$ cat config.mk
export PLATFORM = sky130hd
export DESIGN_NAME = spi_host_regfront
export DESIGN_NICKNAME = d
export VERILOG_FILES = /design/src/rtl/rf_pkg.sv /design/src/rtl/rf_fifo.sv /design/src/rtl/rf_irq_ctrl.sv /design/src/rtl/spi_host_regfront.sv
export SDC_FILE = /design/constraint.sdc
export NUM_CORES = 1
export LEC_CHECK = 0
export CELL_PAD_IN_SITES_DETAIL_PLACEMENT = 0
export CELL_PAD_IN_SITES_GLOBAL_PLACEMENT = 1
export CORE_MARGIN = 1.5
export CORE_UTILIZATION = 56
export CTS_CLUSTER_SIZE = 30
export DETAILED_ROUTE_END_ITERATION = 12
export PLACE_DENSITY_LB_ADDON = 0.1
export SETUP_SLACK_MARGIN = 0.5
export SKIP_CTS_REPAIR_TIMING = 1
export SLEW_MARGIN = 20
export SYNTH_ARGS = -nofsm -noshare
export SYNTH_HDL_FRONTEND = slang
export SYNTH_SLANG_ARGS = --single-unit
$ cat constraint.sdc
create_clock -name clk -period 9.1 [get_ports clk]
set_clock_uncertainty 0.1 [all_clocks]
set_input_delay 1.82 -clock clk [delete_from_list [all_inputs] [get_ports clk]]
set_output_delay 1.82 -clock clk [all_outputs]
set_load 0.02 [all_outputs]
$ cat src/rtl/rf_pkg.sv
package rf_pkg;
  localparam int ADDR_W  = 8;
  localparam int BUS_W   = 32;
  localparam int CMD_W   = 16;
  localparam int BYTE_W  = 8;
  localparam int IRQ_N   = 4;

  localparam logic [7:0] VER_MAJOR = 8'd1;

  localparam logic [ADDR_W-1:0] A_IDENT    = 8'h00;
  localparam logic [ADDR_W-1:0] A_SOFTRST  = 8'h40;
  localparam logic [ADDR_W-1:0] A_IRQ_EN   = 8'h80;
  localparam logic [ADDR_W-1:0] A_IRQ_PEND = 8'h84;
  localparam logic [ADDR_W-1:0] A_IRQ_SRC  = 8'h88;
  localparam logic [ADDR_W-1:0] A_SYNC     = 8'hC0;
  localparam logic [ADDR_W-1:0] A_CMD_ROOM = 8'hD0;
  localparam logic [ADDR_W-1:0] A_TX_ROOM  = 8'hD4;
  localparam logic [ADDR_W-1:0] A_RX_LVL   = 8'hD8;
  localparam logic [ADDR_W-1:0] A_CMD_PUSH = 8'hE0;
  localparam logic [ADDR_W-1:0] A_TX_PUSH  = 8'hE4;
  localparam logic [ADDR_W-1:0] A_RX_POP   = 8'hE8;
  localparam logic [ADDR_W-1:0] A_RX_PEEK  = 8'hEC;

  // interrupt bit positions
  localparam int IB_CMD_LOW  = 0;
  localparam int IB_TX_LOW   = 1;
  localparam int IB_RX_HIGH  = 2;
  localparam int IB_SYNC     = 3;
endpackage

$ cat src/rtl/rf_fifo.sv
module rf_fifo #(
  parameter int W     = 8,
  parameter int DEPTH = 16,
  localparam int PW   = $clog2(DEPTH),
  localparam int LW   = PW + 1
) (
  input  logic          clk,
  input  logic          rst_n,
  input  logic          flush,
  input  logic          push,
  input  logic [W-1:0]  push_data,
  input  logic          pop,
  output logic [W-1:0]  head,
  output logic [LW-1:0] level,
  output logic          full,
  output logic          empty
);
  logic [W-1:0]  mem [DEPTH];
  logic [PW-1:0] wr_ptr, rd_ptr;
  logic [LW-1:0] cnt;
  logic          do_push, do_pop;

  assign full    = (cnt == LW'(DEPTH));
  assign empty   = (cnt == '0);
  assign do_push = push && !full && !flush;
  assign do_pop  = pop && !empty && !flush;
  assign level   = cnt;
  assign head    = empty ? '0 : mem[rd_ptr];

  always_ff @(posedge clk or negedge rst_n) begin
    if (!rst_n) begin
      wr_ptr <= '0;
      rd_ptr <= '0;
      cnt    <= '0;
    end else if (flush) begin
      wr_ptr <= '0;
      rd_ptr <= '0;
      cnt    <= '0;
    end else begin
      if (do_push) wr_ptr <= wr_ptr + PW'(1);
      if (do_pop)  rd_ptr <= rd_ptr + PW'(1);
      case ({do_push, do_pop})
        2'b10:   cnt <= cnt + LW'(1);
        2'b01:   cnt <= cnt - LW'(1);
        default: cnt <= cnt;
      endcase
    end
  end

  always_ff @(posedge clk) begin
    if (do_push) mem[wr_ptr] <= push_data;
  end
endmodule

$ cat src/rtl/rf_irq_ctrl.sv
module rf_irq_ctrl #(
  parameter int N = 4
) (
  input  logic         clk,
  input  logic         rst_n,
  input  logic [N-1:0] src,
  input  logic         en_wr,
  input  logic         clr_wr,
  input  logic [N-1:0] wdata,
  output logic [N-1:0] pend,
  output logic [N-1:0] en,
  output logic         irq
);
  logic [N-1:0] clr_mask;
  assign clr_mask = clr_wr ? wdata : '0;

  always_ff @(posedge clk or negedge rst_n) begin
    if (!rst_n) begin
      pend <= '0;
      en   <= '0;
      irq  <= 1'b0;
    end else begin
      // a source that is true on the clearing edge wins
      pend <= (pend & ~clr_mask) | src;
      if (en_wr) en <= wdata;
      irq  <= |(pend & en);
    end
  end
endmodule

$ cat src/rtl/spi_host_regfront.sv
module spi_host_regfront
  import rf_pkg::*;
#(
  parameter int CMD_DEPTH = 16,
  parameter int TX_DEPTH  = 16,
  parameter int RX_DEPTH  = 16,
  parameter logic [7:0] VER_MINOR = 8'h02,
  parameter logic [7:0] VER_PATCH = 8'h00
) (
  input  logic              clk,
  input  logic              rst_n,
  input  logic              bus_wr,
  input  logic              bus_rd,
  input  logic [ADDR_W-1:0] bus_addr,
  input  logic [BUS_W-1:0]  bus_wdata,
  output logic [BUS_W-1:0]  bus_rdata,
  output logic              cmd_valid,
  input  logic              cmd_ready,
  output logic [CMD_W-1:0]  cmd_data,
  output logic              tx_valid,
  input  logic              tx_ready,
  output logic [BYTE_W-1:0] tx_data,
  input  logic              rx_valid,
  output logic              rx_ready,
  input  logic [BYTE_W-1:0] rx_data,
  input  logic              sync_valid,
  input  logic [BYTE_W-1:0] sync_id,
  output logic              engine_rst,
  output logic              irq
);
  localparam int CMD_LW = $clog2(CMD_DEPTH) + 1;
  localparam int TX_LW  = $clog2(TX_DEPTH) + 1;
  localparam int RX_LW  = $clog2(RX_DEPTH) + 1;
  localparam int CMD_LO = CMD_DEPTH / 4;
  localparam int TX_LO  = TX_DEPTH / 4;
  localparam int RX_HI  = (3 * RX_DEPTH) / 4;
  localparam logic [BUS_W-1:0] IDENT_WORD = {8'h00, VER_MAJOR, VER_MINOR, VER_PATCH};

  logic              soft_rst_q;
  logic [BYTE_W-1:0] sync_id_q;
  logic [BUS_W-1:0]  rdata_q, rd_mux;

  logic              cmd_empty, cmd_full, tx_empty, tx_full, rx_empty, rx_full;
  logic [CMD_LW-1:0] cmd_level;
  logic [TX_LW-1:0]  tx_level;
  logic [RX_LW-1:0]  rx_level;
  logic [BYTE_W-1:0] rx_head;
  logic [IRQ_N-1:0]  irq_src, irq_pend, irq_en;

  logic wr_softrst, wr_en, wr_pend, wr_cmd, wr_tx, rd_pop;
  assign wr_softrst = bus_wr && (bus_addr == A_SOFTRST);
  assign wr_en      = bus_wr && (bus_addr == A_IRQ_EN);
  assign wr_pend    = bus_wr && (bus_addr == A_IRQ_PEND);
  assign wr_cmd     = bus_wr && (bus_addr == A_CMD_PUSH) && !soft_rst_q;
  assign wr_tx      = bus_wr && (bus_addr == A_TX_PUSH) && !soft_rst_q;
  assign rd_pop     = bus_rd && (bus_addr == A_RX_POP) && !soft_rst_q;

  rf_fifo #(.W(CMD_W), .DEPTH(CMD_DEPTH)) u_cmd_fifo (
    .clk(clk), .rst_n(rst_n), .flush(soft_rst_q),
    .push(wr_cmd), .push_data(bus_wdata[CMD_W-1:0]),
    .pop(cmd_valid && cmd_ready), .head(cmd_data),
    .level(cmd_level), .full(cmd_full), .empty(cmd_empty)
  );

  rf_fifo #(.W(BYTE_W), .DEPTH(TX_DEPTH)) u_tx_fifo (
    .clk(clk), .rst_n(rst_n), .flush(soft_rst_q),
    .push(wr_tx), .push_data(bus_wdata[BYTE_W-1:0]),
    .pop(tx_valid && tx_ready), .head(tx_data),
    .level(tx_level), .full(tx_full), .empty(tx_empty)
  );

  rf_fifo #(.W(BYTE_W), .DEPTH(RX_DEPTH)) u_rx_fifo (
    .clk(clk), .rst_n(rst_n), .flush(soft_rst_q),
    .push(rx_valid && rx_ready), .push_data(rx_data),
    .pop(rd_pop), .head(rx_head),
    .level(rx_level), .full(rx_full), .empty(rx_empty)
  );

  assign cmd_valid  = !cmd_empty && !soft_rst_q;
  assign tx_valid   = !tx_empty && !soft_rst_q;
  assign rx_ready   = !rx_full && !soft_rst_q;
  assign engine_rst = soft_rst_q;

  always_comb begin
    irq_src              = '0;
    irq_src[IB_CMD_LOW]  = (int'(cmd_level) <= CMD_LO);
    irq_src[IB_TX_LOW]   = (int'(tx_level) <= TX_LO);
    irq_src[IB_RX_HIGH]  = (int'(rx_level) >= RX_HI);
    irq_src[IB_SYNC]     = sync_valid;
  end

  rf_irq_ctrl #(.N(IRQ_N)) u_irq (
    .clk(clk), .rst_n(rst_n), .src(irq_src),
    .en_wr(wr_en), .clr_wr(wr_pend), .wdata(bus_wdata[IRQ_N-1:0]),
    .pend(irq_pend), .en(irq_en), .irq(irq)
  );

  always_ff @(posedge clk or negedge rst_n) begin
    if (!rst_n) begin
      soft_rst_q <= 1'b0;
      sync_id_q  <= '0;
    end else begin
      if (wr_softrst) soft_rst_q <= bus_wdata[0];
      if (sync_valid) sync_id_q  <= sync_id;
    end
  end

  always_comb begin
    case (bus_addr)
      A_IDENT:    rd_mux = IDENT_WORD;
      A_SOFTRST:  rd_mux = BUS_W'(soft_rst_q);
      A_IRQ_EN:   rd_mux = BUS_W'(irq_en);
      A_IRQ_PEND: rd_mux = BUS_W'(irq_pend);
      A_IRQ_SRC:  rd_mux = BUS_W'(irq_pend & irq_en);
      A_SYNC:     rd_mux = BUS_W'(sync_id_q);
      A_CMD_ROOM: rd_mux = BUS_W'(CMD_DEPTH) - BUS_W'(cmd_level);
      A_TX_ROOM:  rd_mux = BUS_W'(TX_DEPTH) - BUS_W'(tx_level);
      A_RX_LVL:   rd_mux = BUS_W'(rx_level);
      A_RX_POP,
      A_RX_PEEK:  rd_mux = BUS_W'(rx_head);
      default:    rd_mux = '0;
    endcase
  end

  always_ff @(posedge clk or negedge rst_n) begin
    if (!rst_n)      rdata_q <= '0;
    else if (bus_rd) rdata_q <= rd_mux;
  end
  assign bus_rdata = rdata_q;
endmodule

---- Word level (Yosys, flattened, before mapping) ----
Memories as Yosys holds them, arrays and structs flattened.
Index checks and enable logic that the tools add are counted.
storage, ports and cells
  memories kept ........................... 3
  register bits after elaboration ......... 89
  word-level logic and storage cells ...... 139
  RAM bits ................................ 512
  output and inout port bits .............. 61
  input bits .............................. 64
memory list
  memory          depth  width  read ports  clocked after Yosys merged registers in  wr ports  RTL line       RTL
  u_cmd_fifo.mem  16     16     1           0                                        1         rf_fifo.sv:18  logic [W-1:0] mem [DEPTH];
  u_rx_fifo.mem   16     8      1           0                                        1         rf_fifo.sv:18
  u_tx_fifo.mem   16     8      1           0                                        1         rf_fifo.sv:18
operators by class
  bitwise gates (word level) .............. 5
  $add $sub $neg .......................... 14
  magnitude comparators ................... 3
  multiplexer cells ....................... 29
  equality and inequality tests ........... 21
  reductions and logical operators ........ 49
operators with widths
  operator             count
  $pmux 32 s10         1
  $eq 8x8->1 const B   11
  $mux 4               13
  $pmux 5 s2           3
  $logic_and 1x1->1    27
  $add 4x1->4 const B  6
  $mux 16              1
  $mux 8               2
  $add 5x1->5 const B  3
  $eq 5x5->1 const B   3
  $logic_not 5->1      3
  $mux 5               3
  $sub 5x1->5 const B  3
  $and 4x4->4          3
  $reduce_bool 2->1    6
  $sub 5x5->6 const A  2
  $le 5x3->1 const B   2
  $reduce_bool 3->1    3
  $eq 8x7->1 const B   1
  $logic_not 8->1      1
  $logic_not 1->1      7
  $eq 2x1->1 const B   3
  $eq 2x2->1 const B   3
  $mux 1               6
  5 further kinds      5

---- Longest topological paths before layout ----
  word-level depth ........................ 9
  depth in mapped cells ................... 17
  mapped depth without buffers ............ 15

---- Modules after synthesis ----
A second synthesis with hierarchy kept.
second synthesis, totals
  cells, all modules ...................... 1337
  area, all modules ....................... 24403.4 µm²
modules (own cells, without submodules)
  module                   area each (µm²)  cells an instance  seq. area each (µm²)  times used
  rf_fifo (u_rx_fifo ...)  5839.4           309                4169.0                2
  rf_fifo (u_cmd_fifo)     10654.0          504                8012.7                1
  spi_host_regfront        1736.7           191                475.5                 1
  rf_irq_ctrl              334.1            24                 225.2                 1

---- Least setup slack after synthesis ----
Ideal clock, no wire load.
  kind .................................... in2reg
  start ................................... input port bus_addr[2]
  end ..................................... memory u_cmd_fifo.mem[4][0] (netlist bit), enable pin
  setup slack ............................. 4.471 ns
  arrival time ............................ 4.120 ns
  data required time ...................... 8.591 ns
  cell stages on the path ................. 5
  setup time .............................. 0.409 ns
  buffers on the path ..................... 1
  cell sequence ........................... buf_2 -> or4_4 -> nor4_2 -> nand2_1 -> nor3_1
on the way
  longest elaborated chain between the ends .. 7
ends and longest elaborated chain
  item                            RTL line                 RTL
  start: declaration              spi_host_regfront.sv:14  input logic [ADDR_W-1:0] bus_addr,
  $eq 8x8->1                      spi_host_regfront.sv:54  assign wr_cmd = bus_wr && (bus_addr == A_CMD_PUSH) && !soft_rst_q;
  $logic_and 1x1->1 (2 in a row)  spi_host_regfront.sv:54
  $logic_and 1x1->1 (2 in a row)  rf_fifo.sv:25            assign do_push = push && !full && !flush;
  $mux 1                          rf_fifo.sv:51            if (do_push) mem[wr_ptr] <= push_data;
  $mux 1 (not written as such)    rf_fifo.sv:51
  end: declaration                rf_fifo.sv:18
Every way passes these cells.

---- Final worst setup path ----
  start ................................... register u_cmd_fifo.rd_ptr[0]
  end ..................................... output port cmd_data[2]
on the way
  longest elaborated chain between the ends .. 2
ends and longest elaborated chain
  item                      RTL line                 RTL
  start: declaration        rf_fifo.sv:19            logic [PW-1:0] wr_ptr, rd_ptr;
  start signal: assignment  rf_fifo.sv:41            if (do_pop) rd_ptr <= rd_ptr + PW'(1);
  $mem_v2 16x16             --
  $mux 16                   rf_fifo.sv:28            assign head = empty ? '0 : mem[rd_ptr];
  end: declaration          spi_host_regfront.sv:19  output logic [CMD_W-1:0] cmd_data,
Every way passes these cells.

==> reports/qor.csv <==
metric,value,unit
core area,42300,um2
GRT Util Overall,0.230,
total CTS buffers,56,
nets,1496,
crit path capture type,output port,
post-synth top area share,0.636,
Worst R2R Setup Slack,4730,ps
post-synthesis cell area,24200,um2
ANT nets after route,0,
Cells after Synth,1299,
switching part of the total,0.284,
WL final,49.2,mm
crit path DAT,4080,ps
DP Wirelength,29.7,mm
power density cells,272,nW/um2
die footprint,44400,um2
number of global-route vias before repair,12495,
clk root buf,clkbuf_16,
worst hold path class,flip-flop to flip-flop,
CTS max path bufs,3,
GRT overflow,0,
Clock Power Share,0.306,
CP Data Required Time,7180,ps
Mapped Nets,1396,
largest net degree at the start of global routing,68,
die width,211,um
Critical Path End,cmd_data[2],
H-tree levels,2,
Yosys top cell by area,edfxtp_1,
Post-Route Setup TNS,0,ps
top_reg_cell synth,edfxtp_1,
top post-synthesis cells by count,"edfxtp_1 (512), mux4_2 (147), dfrtp_1 (67)",
maximum clock rate,167,MHz
Starting DRT DRC Count,938,
Crit Path Class,flip-flop to output port,
sequential area share after synthesis,0.705,
Pint,5370,uW
post-route clock period utilization,0.660,
Residual DRC,0,
Std-Cell Rows,75,
Final min period,6000,ps
number of flops mapped to enable cells by yosys,512,
vias,12064,
top post-synthesis cells by area,"edfxtp_1 (64%), mux4_2 (14%), dfrtp_1 (6.9%)",
"count leader, synth",edfxtp_1,
wire length per cell,24.3,um
TritonRoute pass-1 iters,5,
I/O pins,125,
leak pwr,0.00906,uW
Synth warnings,0,
Worst R2R Start,u_cmd_fifo.level[0],
NetSw,2130,uW
Worst-path clk slew,60,ps
Comb pwr share,0.264,
R2R cell count,15,
die height,211,um
Final setup viols,0,
setup repair after global routing missed its margin,no,
worst-margin pin slew,1130,ps
Final Hold Vio Count,0,
Crit Path Max Fanout,36,
crit path launch,u_cmd_fifo.rd_ptr[0],
Syn-to-layout area delta,13.9,%
Max Cap Viol,0,
outcome,"complete, no violations",
share of layout cells above drive strength 1,0.215,
Peak VDD IR,0.162,mV
CTS tree,yes,
"FF+latch count, synth",579,
Fill cells,2920,
Sink Count,579,
Pwr Total,7490,uW
PortBufs,108,
Max Slew Vio Count,0,
FF-to-FF End,u_cmd_fifo.level[4],
first-pass GRT wire length,76.0,mm
Max transition margin,0.245,
"Distinct cells, synth",72,
clk_lat worst skew,610,ps
Worst setup SP type,flip-flop,
Via density,5.96,
ys async rst share,0.116,
Starting Density,0.571,
routability congestion estimate,0.814,
initial antenna violation count,0,
sequential power share,0.430,
syn avg cell area,18.6,um2
Antenna Cells,0,
power by group through the flow:
stage / logic, uW / clock network [uW] / registers [uW]
2_1_floorplan: 1500 / 0 / 3130
3_3_place_gp: 1990 / 0 / 3280
3_5_place_dp: 2010 / 0 / 3280
4_1_cts: 2020 / 2340 / 3220
5_1_grt: 2140 / 2440 / 3250
6_report: 1980 / 2290 / 3220
cell usage in the layout, fill, tap and decap left out, types with 10 or more instances in the layout:
cell	count
nand2_1	47
edfxtp_1	512
nor2_1	42
o21ai_0	20
xor2_1	15
clkbuf_16	57
o22ai_1	15
buf_4	24
and2_1	22
ha_1	30
dfrtp_1	63
xnor2_1	12
nor2b_1	34
inv_1	48
nand3_1	11
mux2_2	15
mux2i_1	18
a21oi_1	16
clkbuf_1	11
clkinv_2	14
mux4_2	147
clkdlybuf4s50_1	101
nor3_1	10
metrics by stage:
step           hold slack, ps  setup WS (ps)  cells   util  instance area [um2]
3_3_place_gp              402           3320   1918  0.608                25700
6_report                  418           3100   2023  0.651                27600
5_1_grt                   430           2830   2023  0.651                27600
3_5_place_dp              410           3280   1918  0.608                25700
4_1_cts                   426           2970   2023  0.651                27600
2_1_floorplan             369           4470   1299      -                24200
routing by layer:
| layer | GRT usage | part of all wire | vias to the layer above |
|---|---|---|---|
| met3 | 0.0406 | 0.056 | 47 |
| met4 | 0.0475 | 0.013 | 0 |
| met2 | 0.374 | 0.50 | 332 |
| met5 | 0 | 0 | - |
| li1 | - | - | 5373 |
| met1 | 0.333 | 0.43 | 6312 |
worst min path at each step:
| stage | start | endpoint | depth (start not counted) |
|---|---|---|---|
| 5_1_grt | sync_id_q[4] | sync_id_q[4] | 1 |
| 2_1_floorplan | u_irq.pend[0] | u_irq.pend[0] | 2 |
| 4_1_cts | sync_id_q[4] | sync_id_q[4] | 1 |
| 3_3_place_gp | sync_id_q[3] | sync_id_q[3] | 1 |
| 6_report | sync_id_q[4] | sync_id_q[4] | 1 |
| 3_5_place_dp | sync_id_q[4] | sync_id_q[4] | 1 |
sequential cells by signal, indices dropped and copies added (netlist names):
name / count
u_cmd_fifo.mem: 256
u_rx_fifo.mem: 128
u_tx_fifo.mem: 128
bus_rdata: 10
sync_id_q: 8
u_cmd_fifo.level: 5
u_rx_fifo.level: 5
u_tx_fifo.level: 5
u_cmd_fifo.rd_ptr: 4
u_cmd_fifo.wr_ptr: 4
u_irq.en: 4
u_irq.pend: 4
u_rx_fifo.rd_ptr: 4
u_rx_fifo.wr_ptr: 4
u_tx_fifo.rd_ptr: 4
u_tx_fifo.wr_ptr: 4
engine_rst: 1
u_irq.irq: 1
cell families (layout without fill, tap and decap cells):
family | Yosys count | count (layout) | share of synthesized area
flops | 579 | 579 | 0.705
simple gates | 226 | 226 | 0.0522
xor+xnor | 27 | 27 | 0.00978
buf+inv | 138 | 285 | 0.0273
fa+ha+maj | 33 | 33 | 0.0180
compound gates | 112 | 112 | 0.0320
mux | 184 | 184 | 0.156
layout make-up:
type | count | area [um2] | area share
Clock inverter | 36 | 335 | 0.0122
Inverter | 49 | 184 | 0.00668
Multi-Input combinational cell | 582 | 6550 | 0.238
Sequential cell | 579 | 17100 | 0.619
Clock buffer | 69 | 1480 | 0.0538
Tap cell | 577 | 722 | 0.0262
Timing Repair Buffer | 131 | 1220 | 0.0443
critical path, cell delays in order (launching register included):
cell	delay [ps]
dfrtp_4	880
buf_4	670
mux4_2	610
mux4_2	490
nor2b_1	180
clkdlybuf4s50_1	610
Note: power is estimated with default switching activity, not from simulation.
